--- config.mk ---
export PLATFORM = sky130hd
export DESIGN_NAME = cascade_cmp
export DESIGN_NICKNAME = d
export VERILOG_FILES = /design/src/rtl/cascade_cmp_pkg.sv /design/src/rtl/cmp_operand_hold.sv /design/src/rtl/cmp_order_map.sv /design/src/rtl/cmp_mag_chain.sv /design/src/rtl/cascade_cmp.sv
export SDC_FILE = /design/constraint.sdc
export NUM_CORES = 1
export LEC_CHECK = 0
export BUFFER_PORTS_ARGS = -buffer_cell sky130_fd_sc_hd__buf_4
export CAP_MARGIN = 20
export CORE_MARGIN = 2
export CORE_UTILIZATION = 45
export DETAILED_ROUTE_END_ITERATION = 12
export PLACE_DENSITY = 0.76
export SYNTH_ARGS = -nofsm -noshare
export SYNTH_HDL_FRONTEND = slang
export SYNTH_HIERARCHICAL = 1
export SYNTH_SLANG_ARGS = --single-unit
--- constraint.sdc ---
create_clock -name clk -period 2 [get_ports clk]
set_input_delay 0.3 -clock clk [delete_from_list [all_inputs] [get_ports clk]]
set_output_delay 0.3 -clock clk [all_outputs]
set_load 0.02 [all_outputs]
--- src/rtl/cascade_cmp_pkg.sv ---
package cascade_cmp_pkg;

    // Operating state of the P operand hold stage
    typedef enum logic {
        ST_HOLD  = 1'b0,
        ST_TRACK = 1'b1
    } hold_state_e;

endpackage

--- src/rtl/cmp_operand_hold.sv ---
module cmp_operand_hold
    import cascade_cmp_pkg::*;
#(
    parameter int WIDTH = 8
) (
    input  logic             clk,
    input  logic             rst_n,
    input  logic             load_en,
    input  logic [WIDTH-1:0] d_in,
    output logic [WIDTH-1:0] eff_out
);

    hold_state_e      state_d;
    logic [WIDTH-1:0] store_q;

    // State decode: TRACK while the enable is high, HOLD otherwise
    always_comb begin
        state_d = load_en ? ST_TRACK : ST_HOLD;
    end

    // Register holding the last P sampled in TRACK
    always_ff @(posedge clk or negedge rst_n) begin
        if (!rst_n) begin
            store_q <= '0;
        end else if (state_d == ST_TRACK) begin
            store_q <= d_in;
        end
    end

    // Output select: the live input in TRACK, the stored word in HOLD
    always_comb begin
        unique case (state_d)
            ST_TRACK: eff_out = d_in;
            ST_HOLD:  eff_out = store_q;
            default:  eff_out = store_q;
        endcase
    end

endmodule

--- src/rtl/cmp_order_map.sv ---
module cmp_order_map #(
    parameter int WIDTH = 8
) (
    input  logic             mode_unsigned,
    input  logic [WIDTH-1:0] a_in,
    input  logic [WIDTH-1:0] b_in,
    output logic [WIDTH-1:0] a_out,
    output logic [WIDTH-1:0] b_out
);

    localparam int MSB = WIDTH - 1;

    // In signed mode, flipping the sign bit of both operands turns
    // two's-complement order into plain unsigned order.
    logic flip;
    assign flip = ~mode_unsigned;

    generate
        if (WIDTH > 1) begin : g_wide
            assign a_out = {a_in[MSB] ^ flip, a_in[MSB-1:0]};
            assign b_out = {b_in[MSB] ^ flip, b_in[MSB-1:0]};
        end else begin : g_single
            assign a_out = a_in ^ flip;
            assign b_out = b_in ^ flip;
        end
    endgenerate

endmodule

--- src/rtl/cmp_mag_chain.sv ---
module cmp_mag_chain #(
    parameter int WIDTH = 8
) (
    input  logic [WIDTH-1:0] a_in,
    input  logic [WIDTH-1:0] b_in,
    input  logic             seed_gt,
    input  logic             seed_lt,
    output logic             res_gt,
    output logic             res_lt
);

    // Verdict ripples from the LSB upward. A bit position where the two
    // operands differ overrides everything below it. With no differing
    // bit, the seed (the cascade inputs) arrives at the top unchanged.
    logic [WIDTH:0] gt_c;
    logic [WIDTH:0] lt_c;

    assign gt_c[0] = seed_gt;
    assign lt_c[0] = seed_lt;

    genvar i;
    generate
        for (i = 0; i < WIDTH; i++) begin : g_bit
            logic same;
            assign same        = ~(a_in[i] ^ b_in[i]);
            assign gt_c[i + 1] = (a_in[i] & ~b_in[i]) | (same & gt_c[i]);
            assign lt_c[i + 1] = (~a_in[i] & b_in[i]) | (same & lt_c[i]);
        end
    endgenerate

    assign res_gt = gt_c[WIDTH];
    assign res_lt = lt_c[WIDTH];

endmodule

--- src/rtl/cascade_cmp.sv ---
module cascade_cmp #(
    parameter int WIDTH = 8
) (
    input  logic             clk,
    input  logic             rst_n,
    input  logic             p_load,
    input  logic             mode_unsigned,
    input  logic [WIDTH-1:0] p_word,
    input  logic [WIDTH-1:0] q_word,
    input  logic             casc_gt_in,
    input  logic             casc_lt_in,
    output logic             p_gt_out,
    output logic             p_lt_out
);

    logic [WIDTH-1:0] p_eff;
    logic [WIDTH-1:0] p_ord;
    logic [WIDTH-1:0] q_ord;

    // transparent hold stage with reset clear
    cmp_operand_hold #(.WIDTH(WIDTH)) u_hold (
        .clk     (clk),
        .rst_n   (rst_n),
        .load_en (p_load),
        .d_in    (p_word),
        .eff_out (p_eff)
    );

    // map the selected ordering onto unsigned order
    cmp_order_map #(.WIDTH(WIDTH)) u_map (
        .mode_unsigned (mode_unsigned),
        .a_in          (p_eff),
        .b_in          (q_word),
        .a_out         (p_ord),
        .b_out         (q_ord)
    );

    // MSB-dominant chain seeded by the cascade inputs
    cmp_mag_chain #(.WIDTH(WIDTH)) u_chain (
        .a_in    (p_ord),
        .b_in    (q_ord),
        .seed_gt (casc_gt_in),
        .seed_lt (casc_lt_in),
        .res_gt  (p_gt_out),
        .res_lt  (p_lt_out)
    );

endmodule

==> results of run 1 <==
==> final timing paths <==
check	startpoint	endpoint	slack, ps	cells past startpoint
max reg2reg	u_hold/store_q[0]	u_hold/store_q[0]	960	3
min reg2reg	u_hold/store_q[6]	u_hold/store_q[6]	520	1
max in group asynchronous	rst_n	u_hold/store_q[7]	1470	2
min in group asynchronous	rst_n	u_hold/store_q[3]	400	2
min	p_word[4]	u_hold/store_q[4]	310	2
max	u_hold/store_q[0]	p_lt_out	-200	7
==> per-stage QoR <==
step / instance area, sq um / instances
final: 1159 / 126
after detailed placement: 998.5 / 120
after global placement: 998.5 / 120
after global routing: 1159 / 126
after floorplan: 885.9 / 82
after CTS: 1091 / 125
==> per-layer routing <==
| layer | share of wire, % | up-vias |
|---|---|---|
| li1 | - | 293 |
| met1 | 43 | 274 |
| met2 | 52 | 15 |
| met3 | 3.9 | 2 |
| met4 | 0.76 | 0 |
| met5 | 0 | - |
==> synth_stat cells <==
cell and count:
buf_6 1, dfrtp_1 8, or3_1 2, o21ai_1 2
a21oi_1 2, a221oi_1 2, a21o_1 4, o21a_1 2
buf_4 14, ha_1 16, inv_1 16, o211ai_1 2
and3_1 1, xnor2_1 2, mux2_4 8
==> repair_timing <==
action	in CTS	in global routing
gates cloned	0	0
endpoints found under the setup margin	2	2
hold endpoints to repair	8	0
pin swaps	9	10
setup buffers	1	1
hold buffers	1	0
resized for setup	8	9
==> cell type report <==
type	count	area, sq um
inverters	16	60.06
flip-flops and latches	8	200.2
repair buffers	31	246.5
clock buffers	3	22.52
well taps	25	31.28
fillers	144	568.0
multi-input cells	43	598.1
==> worst register-to-register path, stage by stage (launching register included) <==
cell     delay, ps
dfrtp_1        360
mux2_4         300
buf_4          150
buf_4          130
==> kinds of logic (layout without fill, tap and decap cells) <==
group	after synthesis	in the layout	share of synthesized area, %
muxes	8	8	14.46
and+or+nand+nor	3	3	2.259
buffers and inverters	31	50	21.24
AOI/OAI and AO/OA	14	14	11.75
adders and majority gates	16	16	24.10
xor gates and xnor gates	2	2	2.109
DFF	8	8	24.10
==> where the power goes <==
group / internal (uW) / switching (uW)
sequential: 178 / 5.54
clock: 68.6 / 53.5
combinational: 172 / 138
==> impl_metrics.tcl, run 1 <==
set metrics [dict create \
    outcome "finished, violations left" \
    violations "negative setup slack" \
    die_x_microns 46.97 \
    clk_latency_ps 250 \
    dieArea_sq_um 2206 \
    drive_gt1_share_pct 60.40 \
    grt_util_met1_pct 19.39 \
    clockBufferDepth 2 \
    total_power_uw 616.0 \
    worst_pin_slew_ps 313.6 \
    rows 15 \
    rsz0062_at_grt "true" \
    fin_util_pct 67.10 \
    ys_seq_area_share_pct 24.10 \
    vdd_drop_max_v 0.0003664 \
    nets 141 \
    ios 24 \
    leakagePower_uw 0.0006034 \
    timing.final.hold_violations 0 \
    layout_commonest_cell "buf_4" \
    grt_max_degree 9 \
    grt_use_met3_pct 3.462 \
    yosysTopAreaCell "dfrtp_1" \
    finalSetupViolCount 2 \
    end_kind "output port" \
    whs_ps 313.1 \
    path_buf_inv 2 \
    tns_ps -394.0 \
    core_area_sq_um 1727 \
    crit_chain "mux2_4 -> inv_2 -> ha_4 -> a21o_1 -> a221oi_2 -> o21ai_2 -> buf_6" \
    worst-endpoint-arrival_ps 1900 \
    ys_warn_count 6 \
    wl_per_cell_microns 12.54 \
    worstSetupPathType "flop to output port" \
    htreeDepth 1 \
    yosysUniqueCellTypes 15 \
    syn_area_per_cell_sq_um 10.13 \
    period_minus_slack_ps 2202 \
    cts_buffers 3 \
    cpLargestDelayFamily "compound AO/OA/AOI/OAI gates" \
    grt_pass1_wl_microns 2449 \
    worst_ep_required_time_ps 1700 \
    routed_wl_microns 1580 \
    top_register "u_hold/store_q" \
    layout_common_cells "27 x buf_4, 13 x inv_1, 8 x mux2_4, 8 x dfrtp_1, 7 x ha_4" \
    postRouteAntennaNets 0 \
    grt_util_met2_pct 27.12 \
    numPortBuffers 23 \
    die_h_microns 46.97 \
    fin_skew_ps 0 \
    synth.top_cell.area_share_pct 24.10 \
    top_usage_layer "met2" \
    track_usage_pct 16.17 \
    first_global_vias 620 \
    vias_per_cell 4.635 \
    critPathMaxStageDelay_ps 360 \
    synth_cells 82 \
    cap_violations 0 \
    vias 584 \
    dp_hpwl_microns 1202 \
    crit_slowest_cell "dfrtp_1" \
    dr.pass1.iters 3 \
    final_max_slew_viol_count 0 \
    setup_slack_ps -202.4 \
    dpl_worst_slack_ps -124.0 \
    ys_ff_latch 8 \
    reg_top3 "u_hold/store_q x8" \
    cp-start-kind "flop" \
    cts_root_buf "clkbuf_4" \
    gp_congestion 0.7096 \
    clock.fmax_ghz 0.4540 \
    hp-class "input port to flop" \
    synth_area_sq_um 830.8 \
    cts.sinks 8 \
    max_slew_margin_pct 78.94 \
    clk_pin_slew_worst_paths_ps 50 \
    antenna_found_initial 0 \
    synth_area_leaders "dfrtp_1 24%, ha_1 24%, mux2_4 14%" \
    dr.first_iter.drc_count 3 \
    initial_core_util_pct 48.12 \
    syn-num-nets 120 \
    area_growth_pct 39.46 \
    diodes 0 \
    cts_tree "yes" \
    cp_max_fo 3 \
    largest_reg_flops 8 \
    drc 0 \
    grt-ovfl-total 0 \
    powerDensity_nw_per_um2 531.7 \
    fin_crit_sh_pct 110.1 \
]
(Power assumes the default switching activity.)
==> run 2, diff against run 1 <==
--- a/config.mk
+++ b/config.mk
@@ -5,12 +5,14 @@
 export SDC_FILE = /design/constraint.sdc
 export NUM_CORES = 1
 export LEC_CHECK = 0
+export ABC_AREA = 1
 export BUFFER_PORTS_ARGS = -buffer_cell sky130_fd_sc_hd__buf_4
 export CAP_MARGIN = 20
 export CORE_MARGIN = 2
-export CORE_UTILIZATION = 45
+export CORE_UTILIZATION = 46
 export DETAILED_ROUTE_END_ITERATION = 12
 export PLACE_DENSITY = 0.76
+export SLEW_MARGIN = 10
 export SYNTH_ARGS = -nofsm -noshare
 export SYNTH_HDL_FRONTEND = slang
 export SYNTH_HIERARCHICAL = 1
==> run 2 against run 1 <==
Against the previous run:
- synthesized cell count up 67%
- via count up 29%
- non-clock buffer count unchanged
- clock skew unchanged
- critical path depth up 14
- area after synthesis up 6.5%
- largest cell class unchanged
- the run still ends with negative setup slack left
- clock-buffer cell count unchanged
- global-route usage down 0.22 points
- worst hold slack worse by 13 ps
- flip-flop and latch count unchanged
==> impl_metrics.tcl, run 2 <==
set metrics [dict create \
    outcome "finished, violations left" \
    violations "negative setup slack" \
    synth_area_sq_um 884.6 \
    numPortBuffers 23 \
    rsz0062_at_grt "true" \
    yosysMostFrequentCell "nand2_1" \
    synth.top_cell.area_share_pct 26.31 \
    leakagePower_uw 0.0007206 \
    final_cell_count_no_fill 181 \
    worst-endpoint-arrival_ps 1990 \
    clk_pin_slew_worst_paths_ps 50 \
    antenna_found_initial 0 \
    vdd_drop_max_v 0.0003376 \
    drc 0 \
    top_register "u_hold/store_q" \
    setup_slack_ps -289.4 \
    yosysUniqueCellTypes 7 \
    fin_util_pct 62.27 \
    layout_common_cells "59 x nand2_1, 33 x inv_1, 27 x buf_4" \
    clk_latency_ps 250 \
    dr.first_iter.drc_count 4 \
    worst_ep_required_time_ps 1700 \
    htreeDepth 1 \
    initial_core_util_pct 50.14 \
    yosysTopAreaCell "nand2_1" \
    postRouteAntennaNets 0 \
    synth_common_cells "62 x nand2_1, 35 x inv_1, 16 x ha_1" \
    synth_cells 137 \
    fin_skew_ps 0 \
    dp_hpwl_microns 1253 \
    whs_ps 300.0 \
    drive_gt1_share_pct 26.28 \
    end_kind "output port" \
    period_minus_slack_ps 2289 \
    cap_violations 0 \
    worstSetupPathType "flop to output port" \
    gp_congestion 0.7206 \
    synth_area_leaders "nand2_1 26%, dfrtp_1 23%, ha_1 23%" \
    grt_pass1_wl_microns 2504 \
    cts_buffers 3 \
    core_area_sq_um 1764 \
    max_slew_margin_pct 92.52 \
    cp-start-kind "flop" \
    fin_crit_sh_pct 114.5 \
    powerDensity_nw_per_um2 475.0 \
    dr.pass1.iters 3 \
    finalSetupViolCount 2 \
    final_max_slew_viol_count 0 \
    die_x_microns 47.85 \
    hp-class "input port to flop" \
    fillers 181 \
    syn_area_per_cell_sq_um 6.457 \
    rows 15 \
    ys_warn_count 6 \
    cp_max_fo 2 \
    largest_reg_flops 8 \
    layout_commonest_cell "nand2_1" \
    synth_edf_count 0 \
    postSynth.asyncResetShare_pct 100.0 \
    grt_max_degree 9 \
    worst_pin_slew_ps 111.9 \
    dp_cells 177 \
    clock.fmax_ghz 0.4368 \
    cts_setup_buffers 0 \
    dieArea_sq_um 2290 \
    syn-num-nets 175 \
    grt-ovfl-total 0 \
    diodes 0 \
    ys_seq_area_share_pct 22.63 \
    ys_ff_latch 8 \
    dpl_worst_slack_ps -207.2 \
    track_usage_pct 15.95 \
    cts_tree "yes" \
    nets 196 \
    first_global_vias 706 \
    vias_per_cell 4.160 \
    area_growth_pct 24.19 \
    cts.sinks 8 \
    ios 24 \
    vias 753 \
    routed_wl_microns 1539 \
    reg_top3 "u_hold/store_q x8" \
    cts_root_buf "clkbuf_4" \
    synthFlopType "dfrtp_1" \
    timing.final.hold_violations 0 \
    total_power_uw 521.8 \
    wl_per_cell_microns 8.503 \
    die_h_microns 47.85 \
    rrSetupSlack_ps 1270 \
    clockBufferDepth 2 \
]
## run 2: power by group
group          switching (uW)  internal (uW)
clock network            51.9           68.5
registers                3.37            176
logic                     113            108
## run 2: what timing repair did
action | CTS | global route
hold endpoints to repair | 8 | 0
setup endpoints to repair | 2 | 2
pin swaps | 4 | 10
gates resized for setup | 3 | 5
hold buffers | 1 | 0
## run 2: per-layer routing
metal	track usage [%]	vias to the layer above	share of wire [%]
met1	17.32	325	42
met2	29.60	17	52
li1	-	409	-
met4	3.243	0	0.78
met3	5.660	2	5.3
met5	0	-	0
## run 2: worst max-delay path: stages (launching register included)
cell	delay (ps)
dfrtp_1	320
nand2_1	60
nand2_2	100
inv_2	50
ha_4	250
nand2_1	40
nand2_1	50
nand2_1	40
nand2_1	60
nand2_1	50
nand2_1	50
nand2_1	50
nand2_1	50
nand2_1	50
nand2_1	60
nand2_1	50
nand2_1	70
nand2_1	70
nand2_1	70
nand2_1	50
nand2_2	60
buf_6	110
## run 2: per-stage QoR
stage,cell area (sq um),setup TNS [ps]
2_1_floorplan,905.9,-75.30
3_3_place_gp,1037,-371.4
3_5_place_dp,1037,-399.6
4_1_cts,1080,-624.3
5_1_grt,1099,-963.2
6_report,1099,-549.3
## run 2: final timing paths
| kind | start | endpoint | depth (start not counted) |
|---|---|---|---|
| max in group asynchronous | rst_n | u_hold/store_q[2] | 2 |
| min in group asynchronous | rst_n | u_hold/store_q[7] | 2 |
| hold reg to reg | u_hold/store_q[7] | u_hold/store_q[7] | 2 |
| setup / recovery | u_hold/store_q[0] | p_lt_out | 21 |
| setup reg to reg | u_hold/store_q[0] | u_hold/store_q[0] | 3 |
| hold / removal | p_word[7] | u_hold/store_q[7] | 3 |
## run 2: area by class of cell
cell class / count / area [sq um] / area share [%]
Inverter: 36 / 142.6 / 12.98
Multi-Input combinational cell: 78 / 455.4 / 41.46
Clock buffer: 3 / 22.52 / 2.050
Tap cell: 25 / 31.28 / 2.847
Sequential cell: 8 / 200.2 / 18.22
Timing Repair Buffer: 31 / 246.5 / 22.44
## run 2: cells by family (layout without fill, tap and decap cells)
family,count (synthesis),count (layout),synth area share (%)
simple gates,62,62,26.31
flops,8,8,22.63
fa+ha+maj,16,16,22.63
buf+inv,51,70,28.43
==> run 3, diff against run 2 <==
--- a/config.mk
+++ b/config.mk
@@ -11,7 +11,7 @@
 export CORE_MARGIN = 2
 export CORE_UTILIZATION = 46
 export DETAILED_ROUTE_END_ITERATION = 12
-export PLACE_DENSITY = 0.76
+export PLACE_DENSITY = 0.85
 export SLEW_MARGIN = 10
 export SYNTH_ARGS = -nofsm -noshare
 export SYNTH_HDL_FRONTEND = slang
==> run 3 against run 2 <==
Against the previous run:
- the flow still finishes with violations (negative setup slack)
- via count grew 1.3%
- utilization grew 1.7 points
- die area did not move
- first-iteration DRC count grew to 3.5 times the previous value
- flip-flop and latch count is the same
- sequential share of layout area fell by 0.48 points
- critical path depth unchanged
- global-route usage up 2.7 points
- total power up 3.8%
- register-to-register slack about the same
- critical endpoint is now p_gt_out
- largest cell class unchanged
- largest power group unchanged
==> impl_metrics.tcl, run 3 (synthesis gave the netlist of run 2 again) <==
set metrics [dict create \
    cts_buffers 3 \
    grt-ovfl-total 0 \
    crit_top_cell "nand2_1" \
    crit_chain "nand2_1 -> nand2_2 -> inv_2 -> ha_4 -> nand2_1 -> nand2_1 -> nand2_1 -> nand2_1 -> nand2_1 -> nand2_1 -> nand2_1 -> nand2_1 -> nand2_1 -> nand2_1 -> nand2_1 -> nand2_1 -> nand2_1 -> nand2_1 -> nand2_1 -> nand2_2 -> buf_6" \
    timing.final.hold_violations 0 \
    ios 24 \
    antenna_found_initial 0 \
    first_global_vias 765 \
    leakagePower_uw 0.0007320 \
    worstSetupPathType "flop to output port" \
    critPathMaxStageDelay_ps 350 \
    final_cell_count_no_fill 183 \
    dp_cells 179 \
    cp-start-kind "flop" \
    drc 0 \
    core_area_sq_um 1764 \
    numPortBuffers 23 \
    htreeDepth 1 \
    whs_ps 292.2 \
    clk_latency_ps 260 \
    worst-endpoint-arrival_ps 2000 \
    clock.fmax_ghz 0.4345 \
    final_max_slew_viol_count 0 \
    crit_slowest_cell "dfrtp_1" \
    layout_common_cells "57 x nand2_1, 33 x inv_1, 29 x buf_4" \
    reg_top3 "u_hold/store_q x8" \
    drive_gt1_share_pct 28.48 \
    vias_per_cell 4.169 \
    tns_ps -567.7 \
    violations "negative setup slack" \
    cts.sinks 8 \
    initial_core_util_pct 50.14 \
    rows 15 \
    rsz0062_at_grt "true" \
    diodes 0 \
    postRouteAntennaNets 0 \
    die_x_microns 47.85 \
    period_minus_slack_ps 2301 \
    nets 198 \
    cts_tree "yes" \
    wl_per_cell_microns 9.251 \
    top_register "u_hold/store_q" \
    area_growth_pct 27.58 \
    fin_crit_sh_pct 115.1 \
    cp_max_fo 2 \
    dp_hpwl_microns 1376 \
    grt_pass1_wl_microns 2856 \
    clk_pin_slew_worst_paths_ps 50 \
    end_kind "output port" \
    fin_skew_ps 0 \
    finalSetupViolCount 2 \
    worst_ep_required_time_ps 1700 \
    vdd_drop_max_v 0.0002295 \
    powerDensity_nw_per_um2 479.9 \
    vias 763 \
    dr.first_iter.drc_count 14 \
    die_h_microns 47.85 \
    total_power_uw 541.6 \
    cts_setup_buffers 0 \
    dieArea_sq_um 2290 \
    fin_util_pct 63.97 \
    layout_commonest_cell "nand2_1" \
    routed_wl_microns 1693 \
    grt_max_degree 9 \
    setup_slack_ps -301.4 \
    dr.pass1.iters 4 \
    clockBufferDepth 2 \
    cap_violations 0 \
    largest_reg_flops 8 \
    gp_congestion 0.7604 \
    outcome "finished, violations left" \
    cts_root_buf "clkbuf_4" \
    hp-class "input port to flop" \
    track_usage_pct 18.63 \
    worst_pin_slew_ps 117.5 \
    max_slew_margin_pct 92.15 \
]
run 3: cell types whose count changed in the layout (fill, tap and decap cells not counted), sizes merged:
cell,change
buf,+2
run 3: timing repair:
action,in CTS,in global routing
pin swaps,4,0
gates resized for setup,9,2
hold endpoints to repair,8,0
endpoints found under the setup margin,2,2
hold buffers,1,0
run 3: report_power, final:
| group | total, uW | leakage [uW] | switching, uW | internal [uW] |
|---|---|---|---|---|
| Combinational | 235 | 0.000621 | 121 | 114 |
| Clock | 127 | 0.0000138 | 58.3 | 68.9 |
| Sequential | 180 | 0.0000974 | 3.46 | 176 |
run 3: final timing paths:
| path | start | to | slack [ps] | depth (start not counted) |
|---|---|---|---|---|
| worst max register to register | u_hold/store_q[2] | u_hold/store_q[2] | 1260 | 3 |
| max in group asynchronous | rst_n | u_hold/store_q[5] | 1480 | 2 |
| worst min-delay path | p_word[7] | u_hold/store_q[7] | 290 | 3 |
| worst min register to register | u_hold/store_q[7] | u_hold/store_q[7] | 510 | 2 |
| worst max-delay path | u_hold/store_q[0] | p_gt_out | -300 | 21 |
| min in group asynchronous | rst_n | u_hold/store_q[2] | 390 | 2 |
run 3: layer usage:
metal  track usage (%)  wire length, microns  vias to the layer above
met5                 0                     0                        -
met4             10.81                    32                        0
met3             6.038                    77                        3
met2             33.87                   905                       15
met1             18.22                   678                      330
li1                  -                     -                      415
run 3: area by class of cell:
type,count,area [sq um]
sequential,8,200.2
tap,25,31.28
clock buffer,3,22.52
fill,158,635.6
multi-input combinational,78,470.5
inverter,36,142.6
timing repair buffer,33,261.5
run 3: worst max-delay path: cells and delay by family, from the launching register on:
kind	cells	cell delay, ps
AND/OR/NAND/NOR	18	980
buffers and inverters	2	190
flip-flops	1	350
adder cells (fa/ha/maj)	1	200
run 3: metrics by stage:
| step | setup slack, ps | instance area, sq um |
|---|---|---|
| final | -301.4 | 1129 |
| after global routing | -533.9 | 1129 |
| after CTS | -265.7 | 1124 |
| after detailed placement | -215.0 | 1052 |
| after global placement | -176.9 | 1052 |
| after floorplan | -37.65 | 905.9 |
